$ cat src/rtl/dchain_pkg.sv
package dchain_pkg;
   typedef enum logic [1:0] {
      ST_IDLE = 2'd0,
      ST_RUN  = 2'd1,
      ST_GAP  = 2'd2
   } dc_state_e;

   // half periods of SCLK that chip select stays high after a frame
   localparam int unsigned GAP_HALVES = 4;
   // width of a register byte inside a readback slot
   localparam int unsigned REG_BITS   = 8;
endpackage

$ cat src/rtl/dchain_tick.sv
module dchain_tick #(
   parameter int unsigned DIV_W = 8
) (
   input  logic             clk,
   input  logic             rst_n,
   input  logic             load_i,
   input  logic [DIV_W-1:0] div_i,
   input  logic             run_i,
   output logic             tick_o
);
   logic [DIV_W-1:0] div_q;
   logic [DIV_W-1:0] cnt_q;

   always_ff @(posedge clk) begin
      if (!rst_n) begin
         div_q <= '0;
         cnt_q <= '0;
      end else if (load_i) begin
         div_q <= div_i;
         cnt_q <= div_i;
      end else if (run_i) begin
         cnt_q <= (cnt_q == '0) ? div_q : cnt_q - 1'b1;
      end
   end

   assign tick_o = run_i && !load_i && (cnt_q == '0);
endmodule

$ cat src/rtl/dchain_shifter.sv
module dchain_shifter #(
   parameter int unsigned TOT_BITS = 96
) (
   input  logic                clk,
   input  logic                rst_n,
   input  logic                load_i,
   input  logic [TOT_BITS-1:0] data_i,
   input  logic                drive_i,
   input  logic                sample_i,
   input  logic                clear_i,
   input  logic                miso_i,
   output logic                mosi_o,
   output logic [TOT_BITS-1:0] rx_o
);
   logic [TOT_BITS-1:0] tx_q;
   logic [TOT_BITS-1:0] rx_q;
   logic                mosi_q;

   always_ff @(posedge clk) begin
      if (!rst_n) begin
         tx_q   <= '0;
         rx_q   <= '0;
         mosi_q <= 1'b0;
      end else if (load_i) begin
         tx_q   <= data_i;
         rx_q   <= '0;
         mosi_q <= 1'b0;
      end else begin
         if (drive_i) begin
            mosi_q <= tx_q[TOT_BITS-1];
            tx_q   <= {tx_q[TOT_BITS-2:0], 1'b0};
         end else if (clear_i) begin
            mosi_q <= 1'b0;
         end
         if (sample_i) begin
            rx_q <= {rx_q[TOT_BITS-2:0], miso_i};
         end
      end
   end

   assign mosi_o = mosi_q;
   assign rx_o   = rx_q;
endmodule

$ cat src/rtl/dchain_unpack.sv
module dchain_unpack
   import dchain_pkg::*;
#(
   parameter int unsigned N_DEV     = 4,
   parameter int unsigned WORD_BITS = 24
) (
   input  logic                         clk,
   input  logic                         rst_n,
   input  logic                         commit_i,
   input  logic                         rd_mode_i,
   input  logic [N_DEV*WORD_BITS-1:0]   rx_i,
   output logic [N_DEV*WORD_BITS-1:0]   rdata_o,
   output logic [N_DEV*REG_BITS-1:0]    reg_o
);
   localparam int unsigned PAD_BITS = WORD_BITS - REG_BITS;

   for (genvar s = 0; s < N_DEV; s++) begin : g_slot
      logic [WORD_BITS-1:0] word_q;
      logic [REG_BITS-1:0]  byte_q;
      logic [WORD_BITS-1:0] word_in;

      assign word_in = rx_i[s*WORD_BITS +: WORD_BITS];

      always_ff @(posedge clk) begin
         if (!rst_n) begin
            word_q <= '0;
            byte_q <= '0;
         end else if (commit_i) begin
            if (rd_mode_i) begin
               byte_q <= word_in[PAD_BITS +: REG_BITS];
            end else begin
               word_q <= word_in;
            end
         end
      end

      assign rdata_o[s*WORD_BITS +: WORD_BITS] = word_q;
      assign reg_o[s*REG_BITS +: REG_BITS]     = byte_q;
   end
endmodule

$ cat src/rtl/dchain_spi_host.sv
module dchain_spi_host
   import dchain_pkg::*;
#(
   parameter int unsigned N_DEV     = 4,
   parameter int unsigned WORD_BITS = 24,
   parameter int unsigned DIV_W     = 8
) (
   input  logic                              clk,
   input  logic                              rst_n,
   input  logic                              start_i,
   input  logic                              rd_mode_i,
   input  logic [DIV_W-1:0]                  div_i,
   input  logic [N_DEV*WORD_BITS-1:0]        cmd_i,
   output logic                              busy_o,
   output logic                              done_o,
   output logic [N_DEV*WORD_BITS-1:0]        rdata_o,
   output logic [N_DEV*REG_BITS-1:0]         reg_o,
   output logic                              sclk_o,
   output logic                              cs_n_o,
   output logic                              mosi_o,
   input  logic                              miso_i
);
   localparam int unsigned TOT_BITS = N_DEV * WORD_BITS;
   localparam int unsigned LAST_PH  = 2 * TOT_BITS;
   localparam int unsigned PH_W     = $clog2(LAST_PH + 1) + 1;
   localparam int unsigned GAP_W    = $clog2(GAP_HALVES) + 1;

   if (N_DEV < 1 || N_DEV > 8) begin : g_bad_ndev
      $error("dchain_spi_host: N_DEV must be 1..8");
   end
   if (WORD_BITS != 24 && WORD_BITS != 32) begin : g_bad_word
      $error("dchain_spi_host: WORD_BITS must be 24 or 32");
   end
   if (DIV_W < 1) begin : g_bad_div
      $error("dchain_spi_host: DIV_W must be at least 1");
   end

   dc_state_e          state_q;
   logic [PH_W-1:0]    ph_q;
   logic [GAP_W-1:0]   gap_q;
   logic               sclk_q;
   logic               cs_n_q;
   logic               done_q;
   logic               mode_q;
   logic               tick;
   logic               accept;
   logic               last_ph;
   logic               drive;
   logic               sample;
   logic               commit;
   logic [TOT_BITS-1:0] rx_bits;

   assign accept  = (state_q == ST_IDLE) && start_i;
   assign last_ph = (ph_q == PH_W'(LAST_PH));
   assign drive   = (state_q == ST_RUN) && tick && !last_ph && !ph_q[0];
   assign sample  = (state_q == ST_RUN) && tick && !last_ph &&  ph_q[0];
   assign commit  = (state_q == ST_RUN) && tick &&  last_ph;

   dchain_tick #(.DIV_W(DIV_W)) u_tick (
      .clk    (clk),
      .rst_n  (rst_n),
      .load_i (accept),
      .div_i  (div_i),
      .run_i  (state_q != ST_IDLE),
      .tick_o (tick)
   );

   dchain_shifter #(.TOT_BITS(TOT_BITS)) u_shift (
      .clk      (clk),
      .rst_n    (rst_n),
      .load_i   (accept),
      .data_i   (cmd_i),
      .drive_i  (drive),
      .sample_i (sample),
      .clear_i  (commit),
      .miso_i   (miso_i),
      .mosi_o   (mosi_o),
      .rx_o     (rx_bits)
   );

   dchain_unpack #(.N_DEV(N_DEV), .WORD_BITS(WORD_BITS)) u_unpack (
      .clk       (clk),
      .rst_n     (rst_n),
      .commit_i  (commit),
      .rd_mode_i (mode_q),
      .rx_i      (rx_bits),
      .rdata_o   (rdata_o),
      .reg_o     (reg_o)
   );

   always_ff @(posedge clk) begin
      if (!rst_n) begin
         state_q <= ST_IDLE;
         ph_q    <= '0;
         gap_q   <= '0;
         sclk_q  <= 1'b0;
         cs_n_q  <= 1'b1;
         done_q  <= 1'b0;
         mode_q  <= 1'b0;
      end else begin
         done_q <= 1'b0;
         unique case (state_q)
            ST_IDLE: begin
               if (start_i) begin
                  state_q <= ST_RUN;
                  cs_n_q  <= 1'b0;
                  ph_q    <= '0;
                  mode_q  <= rd_mode_i;
               end
            end
            ST_RUN: begin
               if (tick) begin
                  if (last_ph) begin
                     cs_n_q  <= 1'b1;
                     done_q  <= 1'b1;
                     gap_q   <= '0;
                     state_q <= ST_GAP;
                  end else begin
                     sclk_q <= ~sclk_q;
                     ph_q   <= ph_q + 1'b1;
                  end
               end
            end
            ST_GAP: begin
               if (tick) begin
                  if (gap_q == GAP_W'(GAP_HALVES - 1)) begin
                     state_q <= ST_IDLE;
                  end else begin
                     gap_q <= gap_q + 1'b1;
                  end
               end
            end
            default: state_q <= ST_IDLE;
         endcase
      end
   end

   assign busy_o = (state_q != ST_IDLE);
   assign done_o = done_q;
   assign sclk_o = sclk_q;
   assign cs_n_o = cs_n_q;

   // clock stays low outside the chip-select window
   a_r3_sclk_idle: assert property (@(posedge clk) disable iff (!rst_n)
      cs_n_o |-> !sclk_o);

   // serial output moves only on a rising clock edge
   a_r3_mosi_on_rise: assert property (@(posedge clk) disable iff (!rst_n)
      (!$rose(sclk_o) && $stable(cs_n_o)) |-> $stable(mosi_o));

   // completion pulse coincides with chip select going high
   a_r8_done_with_cs: assert property (@(posedge clk) disable iff (!rst_n)
      done_o |-> (cs_n_o && !$past(cs_n_o)));

   // controller stays busy across the inter-frame gap
   a_r9_gap_busy: assert property (@(posedge clk) disable iff (!rst_n)
      $rose(cs_n_o) |-> busy_o);

   // result words change only on completion
   a_r7_rdata_hold: assert property (@(posedge clk) disable iff (!rst_n)
      !done_o |-> $stable(rdata_o));

   // register bytes change only on completion
   a_r7_reg_hold: assert property (@(posedge clk) disable iff (!rst_n)
      !done_o |-> $stable(reg_o));

   // frame mode cannot be altered while busy
   a_r10_mode_latched: assert property (@(posedge clk) disable iff (!rst_n)
      busy_o |=> $stable(mode_q));
endmodule

$ cat config.mk
export PLATFORM = sky130hd
export DESIGN_NAME = dchain_spi_host
export DESIGN_NICKNAME = d
export VERILOG_FILES = /design/src/rtl/dchain_pkg.sv /design/src/rtl/dchain_tick.sv /design/src/rtl/dchain_shifter.sv /design/src/rtl/dchain_unpack.sv /design/src/rtl/dchain_spi_host.sv
export SDC_FILE = /design/constraint.sdc
export NUM_CORES = 1
export LEC_CHECK = 0
export BUFFER_PORTS_ARGS = -buffer_cell sky130_fd_sc_hd__buf_2
export CORE_ASPECT_RATIO = 1.75
export CORE_UTILIZATION = 50
export CTS_CLUSTER_DIAMETER = 150
export DETAILED_ROUTE_END_ITERATION = 8
export GPL_ROUTABILITY_DRIVEN = 0
export PLACE_DENSITY = 0.8
export SYNTH_ARGS = -nofsm -noshare
export SYNTH_HDL_FRONTEND = slang
export SYNTH_HIERARCHICAL = 1
export SYNTH_SLANG_ARGS = --single-unit
export TNS_END_PERCENT = 100
$ cat constraint.sdc
create_clock -name clk -period 9.1 [get_ports clk]
set_clock_uncertainty 0.05 [all_clocks]
set_input_delay 1.82 -clock clk [delete_from_list [all_inputs] [get_ports clk]]
set_output_delay 1.82 -clock clk [all_outputs]
set_load 0.02 [all_outputs]
==> results of run 1 <==
## final cells by class
class | count | area [um^2] | area share
flip-flops and latches | 355 | 7107 | 0.4103
diodes | 1 | 2.502 | 0.0001445
inverters | 8 | 30.03 | 0.001734
clock inverters | 11 | 187.7 | 0.01084
well taps | 382 | 478.0 | 0.02760
repair buffers | 248 | 1294 | 0.07470
clock buffers | 49 | 1008 | 0.05823
multi-input cells | 987 | 7212 | 0.4164
## cell usage in the layout, fill, tap and decap left out, types with 5 or more instances in the layout
cell / netlist / layout
a21oi_1: 7 / 7
dfxtp_1: 355 / 355
o211a_1: 96 / 96
mux2_2: 95 / 95
o21ai_0: 9 / 9
nor3_1: 6 / 6
clkbuf_1: 32 / 6
ha_1: 6 / 6
nand2_1: 235 / 235
buf_2: 52 / 240
nand2b_1: 102 / 101
mux2i_1: 237 / 237
clkbuf_16: 0 / 35
buf_4: 13 / 5
nor2b_1: 8 / 8
clkbuf_8: 0 / 8
nand3b_1: 5 / 5
nor2_1: 109 / 109
nand3_1: 6 / 6
inv_1: 7 / 7
xnor2_1: 6 / 6
a22o_1: 7 / 7
## routing by layer
metal  up-vias  global-route usage  share of wire  routed length [um]
met5         -                   0        0.00082                  25
met4         4             0.06394          0.021                 633
met3        47             0.04172          0.050                1533
met2       255              0.3635           0.52               15780
met1      5058              0.2162           0.41               12440
li1       5336                   -              -                   -
## flip-flops by register name (all words and copies together), names as in the netlist
name                    flops
cs_n_o                      1
done_o                      1
gap_q                       3
mode_q                      1
ph_q                        9
sclk_o                      1
state_q                     2
u_shift/mosi_o              1
u_shift/rx_o               96
u_shift/tx_q               96
u_tick/cnt_q                8
u_tick/div_q                8
u_unpack/g_slot.byte_q     32
u_unpack/g_slot.word_q     96
## kinds of logic after synthesis
kind of cell,after synthesis,share of synthesized area
compound gates,140,0.08475
xor+xnor,8,0.004681
mux,333,0.2309
simple gates,500,0.1551
fa+ha+maj,6,0.005014
flops,355,0.4747
buf+inv,122,0.04480
## stage by stage
| step | hold slack [ns] | setup WS [ns] | total power, mW |
|---|---|---|---|
| final | 0.4024 | 3.545 | 3.348 |
| after global routing | 0.4165 | 3.203 | 3.478 |
| after CTS | 0.4046 | 3.550 | 3.386 |
| after detailed placement | 0.3928 | 3.023 | 1.892 |
| after global placement | 0.3888 | 3.106 | 1.885 |
| after floorplan | 0.3794 | 4.729 | 1.842 |
## how the worst max path moves through the flow
stage / startpoint / endpoint / slack (ns) / cells after the start
3_5_place_dp: start_i / u_shift/tx_q[38]$_SDFFE_PN0P_ / 3.02 / 10
4_1_cts: start_i / u_shift/tx_q[55]$_SDFFE_PN0P_ / 3.55 / 10
3_3_place_gp: start_i / u_shift/tx_q[32]$_SDFFE_PN0P_ / 3.11 / 10
2_1_floorplan: start_i / u_shift/tx_q[72]$_SDFFE_PN0P_ / 4.73 / 12
5_1_grt: start_i / u_shift/tx_q[55]$_SDFFE_PN0P_ / 3.20 / 10
6_report: start_i / u_shift/tx_q[55]$_SDFFE_PN0P_ / 3.55 / 10
## power by group
group	leakage [nW]	internal (mW)	switching (mW)
clock network	0.583	0.891	0.599
logic	3.94	0.118	0.118
registers	2.88	1.60	0.0244
total	7.41	2.61	0.741
## critical path, cell delays in order
cell and delay, ns:
buf_2 0.11, nor3b_2 0.16, buf_12 0.24, nor3b_1 0.75
nand3b_1 0.22, a21oi_1 0.53, and2_4 0.72, buf_4 0.58
mux2_2 0.40, o211a_1 0.22
==> results.ini, run 1 <==
[worst_setup_path]
cp-end-kind = flop
arrival_ns = 5.90
ff2ff_setup_slack_ns = 4.28
required_ns = 9.44
start_kind = primary input
crit_type = primary input to flop
r2r-end = u_shift/tx_q[55]$_SDFFE_PN0P_
rr_worst_depth = 9
rr_startpoint = u_tick/cnt_q[3]$_SDFFE_PN0P_
worstPathMaxFanout = 216

[synth]
synth.avg_cell_area_um2 = 10.23
yosysTopAreaCellShare = 0.4747
ys.flop_type = dfxtp_1
syn_area_mm2 = 0.01497
synth.largest_area_cell = dfxtp_1
yosys-top-cells-count = dfxtp_1, mux2i_1, nand2_1
ys.warnings.count = 6
synthArstFlopShare = 0
synthCells = 1464
synth_area_leaders = dfxtp_1, mux2i_1, mux2_2
ys_ff_latch = 355
synth.most_common_cell = dfxtp_1
synth_edf_count = 0
synthDistinctLibCells = 58
yosysSeqAreaShare = 0.4747
syn_nets = 1579

[sta]
period_share = 0.6104
finalSetupViolCount = 0
tns_ns = 0
rsz0062_at_grt = no
fin_crit_ns = 5.555
hold_violations = 0
fmax_ghz = 0.1800
maxSlewHeadroom = 0.2401
worstMarginPinSlew_ns = 1.140
drv_slew = 0

[detailed_routing]
drc_errors = 0
vias_per_cell = 5.243
drt_pass1_iterations = 5
vias = 10700
routedWlPerCell_um = 14.90
ant_nets = 0
drtIter0Drc = 506
wl_mm = 30.42

[clock_tree]
cts_tree = yes
clock_latency_ns = 0.53
cts_sinks = 355
clockBufferDepth = 3
cts_resized = 0
cts_buffers = 34
holdBufCountCts = 0
root_buffer = clkbuf_16
h-tree-depth = 2
path_clk_slew_ns = 0.06
postCtsSetupBuffers = 0

[die]
std_cell_rows = 83
die_h_um = 230.9
die_w_um = 132.8
core_mm2 = 0.02939
initial_core_util = 0.5094
die_area_mm2 = 0.03066
top_level_ports = 242

[global_route]
grt_max_degree = 217
grt_usage = 0.1950
grt_pass1_vias = 10550
grt_pass1_wl_mm = 49.71
antenna_found_initial = 3
overflow = 0

[pwr]
ir_drop_v = 0.0001647
p_leak_nw = 7.412
powerDensity_mw_per_mm2 = 193.3

[final_layout]
drive_above_1_share = 0.2503
fin_area_mm2 = 0.01732
area_growth_pct = 15.69
final_util = 0.5893
fin_cells = 2041
fill_cells = 2486
fin_nets = 1749

[worst_hold_path]
hp-start = u_unpack/g_slot[3].word_q[18]$_SDFFE_PN0P_
hold_depth = 2
hold_end = u_unpack/g_slot[3].word_q[18]$_SDFFE_PN0P_
worstHoldPathType = flop to flop

[placed_design]
port-buffer-count = 241
dp_hpwl_mm = 19.48
place_area_mm2 = 0.01612
dp.cells = 1980

[job]
drv_cap = 0

[outcome]
status = finished, final reports clean

Power figures use the tool's default switching activity.
==> inputs of run 2 (changes only) <==
==> constraint.sdc (replaced) <==
create_clock -name clk -period 5.2 [get_ports clk]
set_clock_uncertainty 0.05 [all_clocks]
set_input_delay 1.04 -clock clk [delete_from_list [all_inputs] [get_ports clk]]
set_output_delay 1.04 -clock clk [all_outputs]
set_load 0.02 [all_outputs]
==> run 2 against run 1 <==
Effect of this change: cell count about the same; critical endpoint is now u_shift/tx_q[43]$_SDFFE_PN0P_; largest cell class unchanged; hold slack lost 0.0019 ns; setup slack lost 2.2 ns; clock-buffer cell count is 3 higher; via count decreased by 0.75%; register-to-register slack worse by 2.9 ns; global-route usage shrank 0.48 points; sequential cell count unchanged; highest routed layer unchanged.
==> results.ini, run 2 (synthesized netlist as in run 1, its figures left out) <==
[final_layout]
most-common-layout-cells = dfxtp_1, buf_2, mux2i_1
fin_area_mm2 = 0.01729
fill_cells = 2472
fin_cells = 2039
drive_above_1_share = 0.2498
diodes = 0
fin_nets = 1750
final_common_cell = dfxtp_1
area_growth_pct = 15.49

[clock_tree]
cts_tree = yes
clock_latency_ns = 0.51
h-tree-depth = 2
cts_resized = 0
cts_buffers = 34
postCtsSetupBuffers = 0
holdBufCountCts = 0
path_clk_slew_ns = 0.06
cts_sinks = 355
clockBufferDepth = 3
root_buffer = clkbuf_16

[global_route]
overflow = 0
grt_max_degree = 196
grt_util_met2 = 0.3547
antenna_found_initial = 1
use_met1 = 0.2133
grt_use_met3 = 0.03733
grt_pass1_vias = 10470
grt_pass1_wl_mm = 48.95
grt-busiest-layer = met2
grt_usage = 0.1902

[sta]
tns_ns = 0
fin_crit_ns = 3.839
rsz0062_at_grt = no
finalSetupViolCount = 0
hold_violations = 0
period_share = 0.7383
drv_slew = 0
holdWs_ns = 0.4006
worstMarginPinSlew_ns = 1.145
fmax_ghz = 0.2605
maxSlewHeadroom = 0.2366

[detailed_routing]
vias_per_cell = 5.208
drt_pass1_iterations = 4
wl_mm = 29.69
drtIter0Drc = 441
drc_errors = 0
routedWlPerCell_um = 14.56
vias = 10620
ant_nets = 0

[worst_setup_path]
required_ns = 5.54
crit_type = flop to flop
path_buf_inv = 2
cp_top_family = simple AND/OR/NAND/NOR gates
start_kind = flop
critPathMaxStageDelay_ns = 0.50
arrival_ns = 4.18
slowest_stage = a21oi_1
worstPathMaxFanout = 75
cp-end-kind = flop
path_cells = nor4_2, nand3_2, nor3b_1, buf_4, nand3b_1, a21oi_1, and2_4, buf_12, mux2_2, o211a_1

[pwr]
seq_power_share = 0.495
power_frac_clock = 0.433
ir_drop_v = 0.0002552
power_frac_comb = 0.072
p_sw_frac = 0.2198
powerDensity_mw_per_mm2 = 331.9
power_mw = 5.738
p_int_mw = 4.477
power_switching_mw = 1.261
p_leak_nw = 7.400

[placed_design]
port-buffer-count = 241
dp_hpwl_mm = 19.16
dp.cells = 1981
place_area_mm2 = 0.01615

[die]
core_mm2 = 0.02939
initial_core_util = 0.5094
die_area_mm2 = 0.03066
std_cell_rows = 83
die_h_um = 230.9
top_level_ports = 242
die_w_um = 132.8

[outcome]
status = finished, final reports clean

[job]
drv_cap = 0

[worst_hold_path]
worstHoldPathType = flop to flop

## run 2: cell type report
class | instances | area, um^2 | share of cell area
Tap cell | 382 | 478.0 | 0.02765
Clock buffer | 52 | 1072 | 0.06202
Inverter | 8 | 30.03 | 0.001737
Sequential cell | 355 | 7107 | 0.4111
Multi-Input combinational cell | 987 | 7212 | 0.4171
Clock inverter | 6 | 63.81 | 0.003691
Timing Repair Buffer | 249 | 1326 | 0.07671
## run 2: power by group through the flow
stage	logic, mW	clock network (mW)	registers, mW
after floorplan	0.338	0	2.88
after global placement	0.403	0	2.90
after detailed placement	0.414	0	2.90
after CTS	0.415	2.56	2.84
after global routing	0.453	2.66	2.85
final	0.410	2.49	2.84
## run 2: path summary, 6_finish.rpt
path | startpoint | slack [ns] | depth (start not counted) | to
worst max-delay path | u_tick/cnt_q[3]$_SDFFE_PN0P_ | 1.36 | 10 | u_shift/tx_q[43]$_SDFFE_PN0P_
worst min-delay path | u_unpack/g_slot[0].word_q[6]$_SDFFE_PN0P_ | 0.40 | 2 | u_unpack/g_slot[0].word_q[6]$_SDFFE_PN0P_
worst max register to register | u_tick/cnt_q[3]$_SDFFE_PN0P_ | 1.36 | 10 | u_shift/tx_q[43]$_SDFFE_PN0P_
worst min register to register | u_unpack/g_slot[0].word_q[6]$_SDFFE_PN0P_ | 0.40 | 2 | u_unpack/g_slot[0].word_q[6]$_SDFFE_PN0P_
## run 2: worst reg2reg max path: cells and delay by family, from the launching register on
family	cells	cell delay (ns)
simple gates	5	1.61
compound gates	2	0.71
buf+inv	2	0.56
mux	1	0.43
flops	1	0.36
## run 2: stage by stage
step                utilization  setup WS [ns]
finish                   0.5883          1.361
global route             0.5883          1.076
CTS                      0.5883          1.389
detailed placement       0.5496          1.275
global placement         0.5496          1.344
floorplan                     -          1.609
## run 2: layer usage
layer / wire [um] / share of wire
met1: 12380 / 0.42
met5: 17 / 0.00057
met4: 618 / 0.021
met3: 1379 / 0.046
met2: 15290 / 0.51
